--- src/rtl/mdio_pkg.sv ---
package mdio_pkg;
  localparam int PRE_BITS   = 32;
  localparam int FRAME_BITS = 32;
  localparam int TOTAL_BITS = PRE_BITS + FRAME_BITS;
  localparam int DATA_BITS  = 16;
  localparam int DONE_BIT   = 12;
  // wire index of second turnaround bit (frame bit 16)
  localparam int RELEASE_IDX = TOTAL_BITS - DATA_BITS - 1;
  localparam int FIRST_DATA_IDX = TOTAL_BITS - DATA_BITS;
  localparam logic [1:0] OP_READ = 2'b10;

  function automatic logic is_read(input logic [FRAME_BITS-1:0] w);
    return w[29:28] == OP_READ;
  endfunction
endpackage

--- src/rtl/mdio_clk_div.sv ---
module mdio_clk_div #(
  parameter int DIV = 4
) (
  input  logic clk_i,
  input  logic rst_ni,
  input  logic en_i,
  output logic mdc_o,
  output logic rise_o,
  output logic fall_o
);
  localparam int HALF = DIV / 2;
  localparam int CW   = (HALF > 1) ? $clog2(HALF) : 1;

  logic [CW-1:0] cnt_q;
  logic          mdc_q;
  logic          tick;

  assign tick   = en_i && (cnt_q == CW'(HALF - 1));
  assign rise_o = tick && !mdc_q;
  assign fall_o = tick && mdc_q;
  assign mdc_o  = mdc_q;

  always_ff @(posedge clk_i or negedge rst_ni) begin
    if (!rst_ni) begin
      cnt_q <= '0;
      mdc_q <= 1'b0;
    end else if (!en_i) begin
      cnt_q <= '0;
      mdc_q <= 1'b0;
    end else if (tick) begin
      cnt_q <= '0;
      mdc_q <= ~mdc_q;
    end else begin
      cnt_q <= cnt_q + 1'b1;
    end
  end

  a_r3_mdc_low_idle: assert property (@(posedge clk_i) disable iff (!rst_ni)
    !en_i |=> !mdc_q);
  a_r3_hold_between_ticks: assert property (@(posedge clk_i) disable iff (!rst_ni)
    en_i && !tick |=> $stable(mdc_q));
endmodule

--- src/rtl/mdio_frame_shift.sv ---
module mdio_frame_shift
  import mdio_pkg::*;
(
  input  logic                  clk_i,
  input  logic                  rst_ni,
  input  logic                  start_i,
  input  logic [FRAME_BITS-1:0] frame_i,
  input  logic                  rise_i,
  input  logic                  fall_i,
  input  logic                  mdio_i,
  output logic                  busy_o,
  output logic                  fin_o,
  output logic                  mdio_o,
  output logic                  mdio_oe_o,
  output logic [DATA_BITS-1:0]  rd_data_o
);
  localparam int IW = $clog2(TOTAL_BITS);

  logic                 busy_q;
  logic [IW-1:0]        idx_q;
  logic [DATA_BITS-1:0] rd_q;
  logic                 rd_mode;
  logic                 in_pre;
  logic [4:0]           fbit;

  assign rd_mode = is_read(frame_i);
  assign in_pre  = idx_q < IW'(PRE_BITS);
  assign fbit    = ~idx_q[4:0];
  assign fin_o   = busy_q && fall_i && (idx_q == IW'(TOTAL_BITS - 1));

  always_comb begin
    if (!busy_q || in_pre) mdio_o = 1'b1;
    else                   mdio_o = frame_i[fbit];
  end

  assign mdio_oe_o = busy_q && !(rd_mode && idx_q >= IW'(RELEASE_IDX));
  assign busy_o    = busy_q;
  assign rd_data_o = rd_q;

  always_ff @(posedge clk_i or negedge rst_ni) begin
    if (!rst_ni) begin
      busy_q <= 1'b0;
      idx_q  <= '0;
      rd_q   <= '0;
    end else if (!busy_q) begin
      if (start_i) begin
        busy_q <= 1'b1;
        idx_q  <= '0;
      end
    end else begin
      if (rise_i && rd_mode && idx_q >= IW'(FIRST_DATA_IDX))
        rd_q <= {rd_q[DATA_BITS-2:0], mdio_i};
      if (fall_i) begin
        if (fin_o) busy_q <= 1'b0;
        else       idx_q  <= idx_q + 1'b1;
      end
    end
  end

  a_r2_preamble_ones: assert property (@(posedge clk_i) disable iff (!rst_ni)
    busy_q && in_pre |-> mdio_o && mdio_oe_o);
  a_r3_change_on_fall: assert property (@(posedge clk_i) disable iff (!rst_ni)
    busy_q && $past(busy_q) && !$past(fall_i) |-> $stable(mdio_o) && $stable(mdio_oe_o));
  a_r6_ends_after_last: assert property (@(posedge clk_i) disable iff (!rst_ni)
    fin_o |=> !busy_q && !mdio_oe_o);
endmodule

--- src/rtl/mdio_ctrl.sv ---
module mdio_ctrl
  import mdio_pkg::*;
#(
  parameter int DIV = 4
) (
  input  logic        clk_i,
  input  logic        rst_ni,
  input  logic        cmd_we_i,
  input  logic [31:0] cmd_wdata_i,
  input  logic        stat_we_i,
  input  logic [31:0] stat_wdata_i,
  output logic [31:0] cmd_rdata_o,
  output logic [31:0] stat_rdata_o,
  output logic        mdc_o,
  input  logic        mdio_i,
  output logic        mdio_o,
  output logic        mdio_oe_o
);
  logic [31:0]          cmd_q;
  logic                 done_q;
  logic                 busy, fin, rise, fall;
  logic [DATA_BITS-1:0] rd_data;
  logic                 stat_unused;

  assign stat_unused = ^{stat_wdata_i[31:DONE_BIT+1], stat_wdata_i[DONE_BIT-1:0]};

  mdio_clk_div #(.DIV(DIV)) u_div (
    .clk_i(clk_i), .rst_ni(rst_ni), .en_i(busy),
    .mdc_o(mdc_o), .rise_o(rise), .fall_o(fall)
  );

  mdio_frame_shift u_shift (
    .clk_i(clk_i), .rst_ni(rst_ni), .start_i(cmd_we_i), .frame_i(cmd_q),
    .rise_i(rise), .fall_i(fall), .mdio_i(mdio_i),
    .busy_o(busy), .fin_o(fin), .mdio_o(mdio_o), .mdio_oe_o(mdio_oe_o),
    .rd_data_o(rd_data)
  );

  always_ff @(posedge clk_i or negedge rst_ni) begin
    if (!rst_ni) begin
      cmd_q <= '0;
    end else if (cmd_we_i && !busy) begin
      cmd_q <= cmd_wdata_i;
    end else if (fin && is_read(cmd_q)) begin
      cmd_q[DATA_BITS-1:0] <= rd_data;
    end
  end

  always_ff @(posedge clk_i or negedge rst_ni) begin
    if (!rst_ni)                              done_q <= 1'b0;
    else if (fin)                             done_q <= 1'b1;
    else if (stat_we_i && stat_wdata_i[DONE_BIT]) done_q <= 1'b0;
  end

  assign cmd_rdata_o  = cmd_q;
  assign stat_rdata_o = 32'(done_q) << DONE_BIT;

  a_r8_ignore_busy: assert property (@(posedge clk_i) disable iff (!rst_ni)
    busy && cmd_we_i && !fin |=> $stable(cmd_q));
  a_r7_w1c: assert property (@(posedge clk_i) disable iff (!rst_ni)
    stat_we_i && stat_wdata_i[DONE_BIT] && !fin |=> !done_q);
  a_r6_done_on_fin: assert property (@(posedge clk_i) disable iff (!rst_ni)
    fin |=> done_q && !busy);
  a_r9_upper_kept: assert property (@(posedge clk_i) disable iff (!rst_ni)
    fin |=> cmd_q[31:DATA_BITS] == $past(cmd_q[31:DATA_BITS]));
endmodule

--- config.mk ---
export PLATFORM = sky130hd
export DESIGN_NAME = mdio_ctrl
export DESIGN_NICKNAME = d
export VERILOG_FILES = /design/src/rtl/mdio_pkg.sv /design/src/rtl/mdio_clk_div.sv /design/src/rtl/mdio_frame_shift.sv /design/src/rtl/mdio_ctrl.sv
export SDC_FILE = /design/constraint.sdc
export NUM_CORES = 1
export LEC_CHECK = 0
export ABC_AREA = 1
export BUFFER_PORTS_ARGS = -buffer_cell sky130_fd_sc_hd__buf_2
export CORE_MARGIN = 10
export CORE_UTILIZATION = 25
export CTS_CLUSTER_DIAMETER = 80
export DETAILED_ROUTE_END_ITERATION = 12
export PLACE_DENSITY_LB_ADDON = 0.3
export SYNTH_ARGS = -nofsm -noshare
export SYNTH_HDL_FRONTEND = slang
export SYNTH_SLANG_ARGS = --single-unit
export TNS_END_PERCENT = 1
--- constraint.sdc ---
create_clock -name clk_i -period 3.8 [get_ports clk_i]
set_input_delay 0.57 -clock clk_i [delete_from_list [all_inputs] [get_ports clk_i]]
set_output_delay 0.57 -clock clk_i [all_outputs]
set_load 0.01 [all_outputs]
==> flow_summary.yaml <==
status:
  outcome: "finished, final reports clean"
grt:
  grt_pass1_wl_um: 13900
  antenna_found_initial: 0
  grt_pass1_vias: 2623
  track_usage: 0.0975
  grt_max_degree: 59
  grt_overflow: 0
worst_setup_path:
  crit_buf_inv: 2
  worst-path-max-fanout: 11
  critPathKind: "reg2out"
  worstPathArrival_ps: 2090
  slowest_stage: "dfrtp_1"
  critical_path.startpoint_type: "flop"
  crit_required_ps: 3230
  end_kind: "output port"
  critical_path.cell_chain: "clkinv_1 -> nor2_1 -> nand2_1 -> nand3_1 -> nand3_1 -> nand3_1 -> nand2_1 -> nand2_1 -> buf_2"
  path_delay_family: "simple AND/OR/NAND/NOR gates"
  slowest_delay_ps: 620
routing:
  dr.pass1.iters: 5
  vias_per_cell: 4.08
  totalWireLength_um: 8510
  drc_errors: 0
  drt_iter0_markers: 173
  avgRoutedWirePerCell_um: 13.6
  via_count: 2551
  ant_nets: 0
timing:
  tns_ps: 0
  finalWorstSetupSlack_ps: 1140
  tightestPinTransition_ps: 941
  period_share: 0.701
  hold_viol: 0
  max_freq_ghz: 0.375
  min_period_ps: 2660
  fin_worst_skew_ps: 10.3
  finalSetupViolations: 0
  grt_setup_unrepaired: "false"
  max_slew_margin: 0.372
  finalMaxSlewViolations: 0
clock_network:
  ctsResizeCount: 0
  cts_setup_buffers: 0
  root_buffer: "clkbuf_16"
  tritoncts: "done"
  numCtsBuffers: 9
  clk_pin_slew_ps: 60
  ctsHtreeMaxLevel: 3
  clock_sinks: 58
  ctsHoldBuffers: 0
  cts_max_path_buffers: 2
  insertion_delay_ps: 330
floorplan:
  pin_count: 136
  die_area_um2: 17500
  row_count: 41
  dieWidth_um: 132
  core_area_um2: 12500
  die_height_um: 132
  initial_core_util: 0.253
power_and_ir_drop:
  irDropWorstVdd_uv: 218
  switchingPower_mw: 0.685
  switching_share: 0.318
  p_clk_frac: 0.404
  p_int_mw: 1.47
  power-per-cell-area_nw_per_um2: 565
  leakagePower_nw: 1.96
  pwr-share-comb: 0.239
  seq_power_share: 0.357
synthesis:
  synthFlopType: "dfrtp_1"
  synth_edf_count: 0
  yosysSeqAreaShare: 0.459
  syn_inst: 383
  syn_area_um2: 3160
  async_reset_ff_frac: 1.00
  yosys_warnings: 0
  synth_cell_types: 31
  synth-seq-cells: 58
  syn_area_per_cell_um2: 8.26
cells_and_area:
  layout_common_cells: "76 x nand2_1, 73 x buf_2, 58 x dfrtp_1"
  drive_above_1_share: 0.238
  final_common_cell: "nand2_1"
  diodes: 0
  fillCellCount: 1398
  syn2layout_area_growth_pct: 20.6
  nNetsFinal: 519
  layout.cells.non_filler: 626
place:
  detailedPlace.worstSlack_ps: 1460
  place_inst: 610
  portBuffers: 73
  dpl.hpwl_um: 6320
  gp_congestion: 0.754
flow_run:
  max_cap_viol_count: 0
hold_path:
  hold_path_class: "in2async"
Yosys cell counts, types with 2 or more instances:
library cell,number,area share
nand2_1,76,0.090
dfrtp_1,58,0.46
inv_1,51,0.061
buf_4,35,0.083
nand3_1,32,0.051
nor2_1,25,0.030
o21ai_1,21,0.033
o211ai_1,15,0.036
o21ai_0,15,0.024
a21oi_1,11,0.017
buf_2,7,0.011
buf_6,7,0.025
mux2_2,5,0.018
nand3_2,3,0.0095
xor2_1,3,0.0083
a21oi_2,2,0.0055
a31oi_1,2,0.0040
nand2_2,2,0.0040
kinds of logic (layout without fill, tap and decap cells):
| logic type | Yosys count | count (layout) | synth area share |
|---|---|---|---|
| and+or+nand+nor | 143 | 143 | 0.199 |
| buffers and inverters | 104 | 145 | 0.186 |
| AOI/OAI and AO/OA | 68 | 68 | 0.125 |
| DFF | 58 | 58 | 0.459 |
| muxes | 5 | 5 | 0.0178 |
| xor gates and xnor gates | 3 | 3 | 0.00831 |
| adders and majority gates | 1 | 1 | 0.00396 |
| other | 1 | 31 | 0.00119 |
stage by stage:
stage          power [mW]   util  instance area [um^2]  hold WS (ps)
2_1_floorplan        1.15      -                  3270           274
6_report             2.15  0.305                  3810           389
3_5_place_dp         1.30  0.279                  3490           479
4_1_cts              2.18  0.305                  3810           426
5_1_grt              2.28  0.305                  3810           479
3_3_place_gp         1.30  0.279                  3490           475
power by group through the flow:
stage	clock network (mW)	logic, mW	registers [mW]
2_1_floorplan	0	0.387	0.767
3_3_place_gp	0	0.519	0.777
3_5_place_dp	0	0.520	0.779
4_1_cts	0.888	0.526	0.770
5_1_grt	0.909	0.591	0.781
6_report	0.869	0.515	0.769
flip-flops by register name (all words and copies together) (netlist names):
| register | cells |
|---|---|
| u_div.cnt_q | 1 |
| u_shift.rd_data_o | 16 |
| u_shift.idx_q | 6 |
| u_shift.busy_o | 1 |
| done_q | 1 |
| u_div.mdc_o | 1 |
| cmd_rdata_o | 32 |
per-layer routing:
layer,global-route usage,share of wire
met5,0,0
met4,0.0293,0.013
met3,0.0450,0.078
met2,0.150,0.45
met1,0.119,0.46
area by class of cell:
type                            instances  area, um^2  area share
Timing Repair Buffer                   76         388       0.102
Clock inverter                          5        77.6      0.0203
Inverter                               53         204      0.0535
Clock buffer                           11         243      0.0637
Sequential cell                        58        1450       0.381
Tap cell                              172         215      0.0564
Multi-Input combinational cell        251        1230       0.324
path summary, 6_finish.rpt:
check	startpoint	end	slack (ps)	depth (start not counted)
setup / recovery	u_shift.idx_q[1]	mdio_o	1140	9
hold / removal	rst_ni	cmd_rdata_o[4]	390	1
setup reg to reg	u_shift.idx_q[1]	cmd_rdata_o[13]	1660	7
hold reg to reg	done_q	done_q	480	2
max in group asynchronous	rst_ni	u_shift.rd_data_o[1]	2600	2
min in group clk_i	cmd_wdata_i[27]	cmd_rdata_o[27]	480	2
Note: power is estimated with default switching activity, not from simulation.
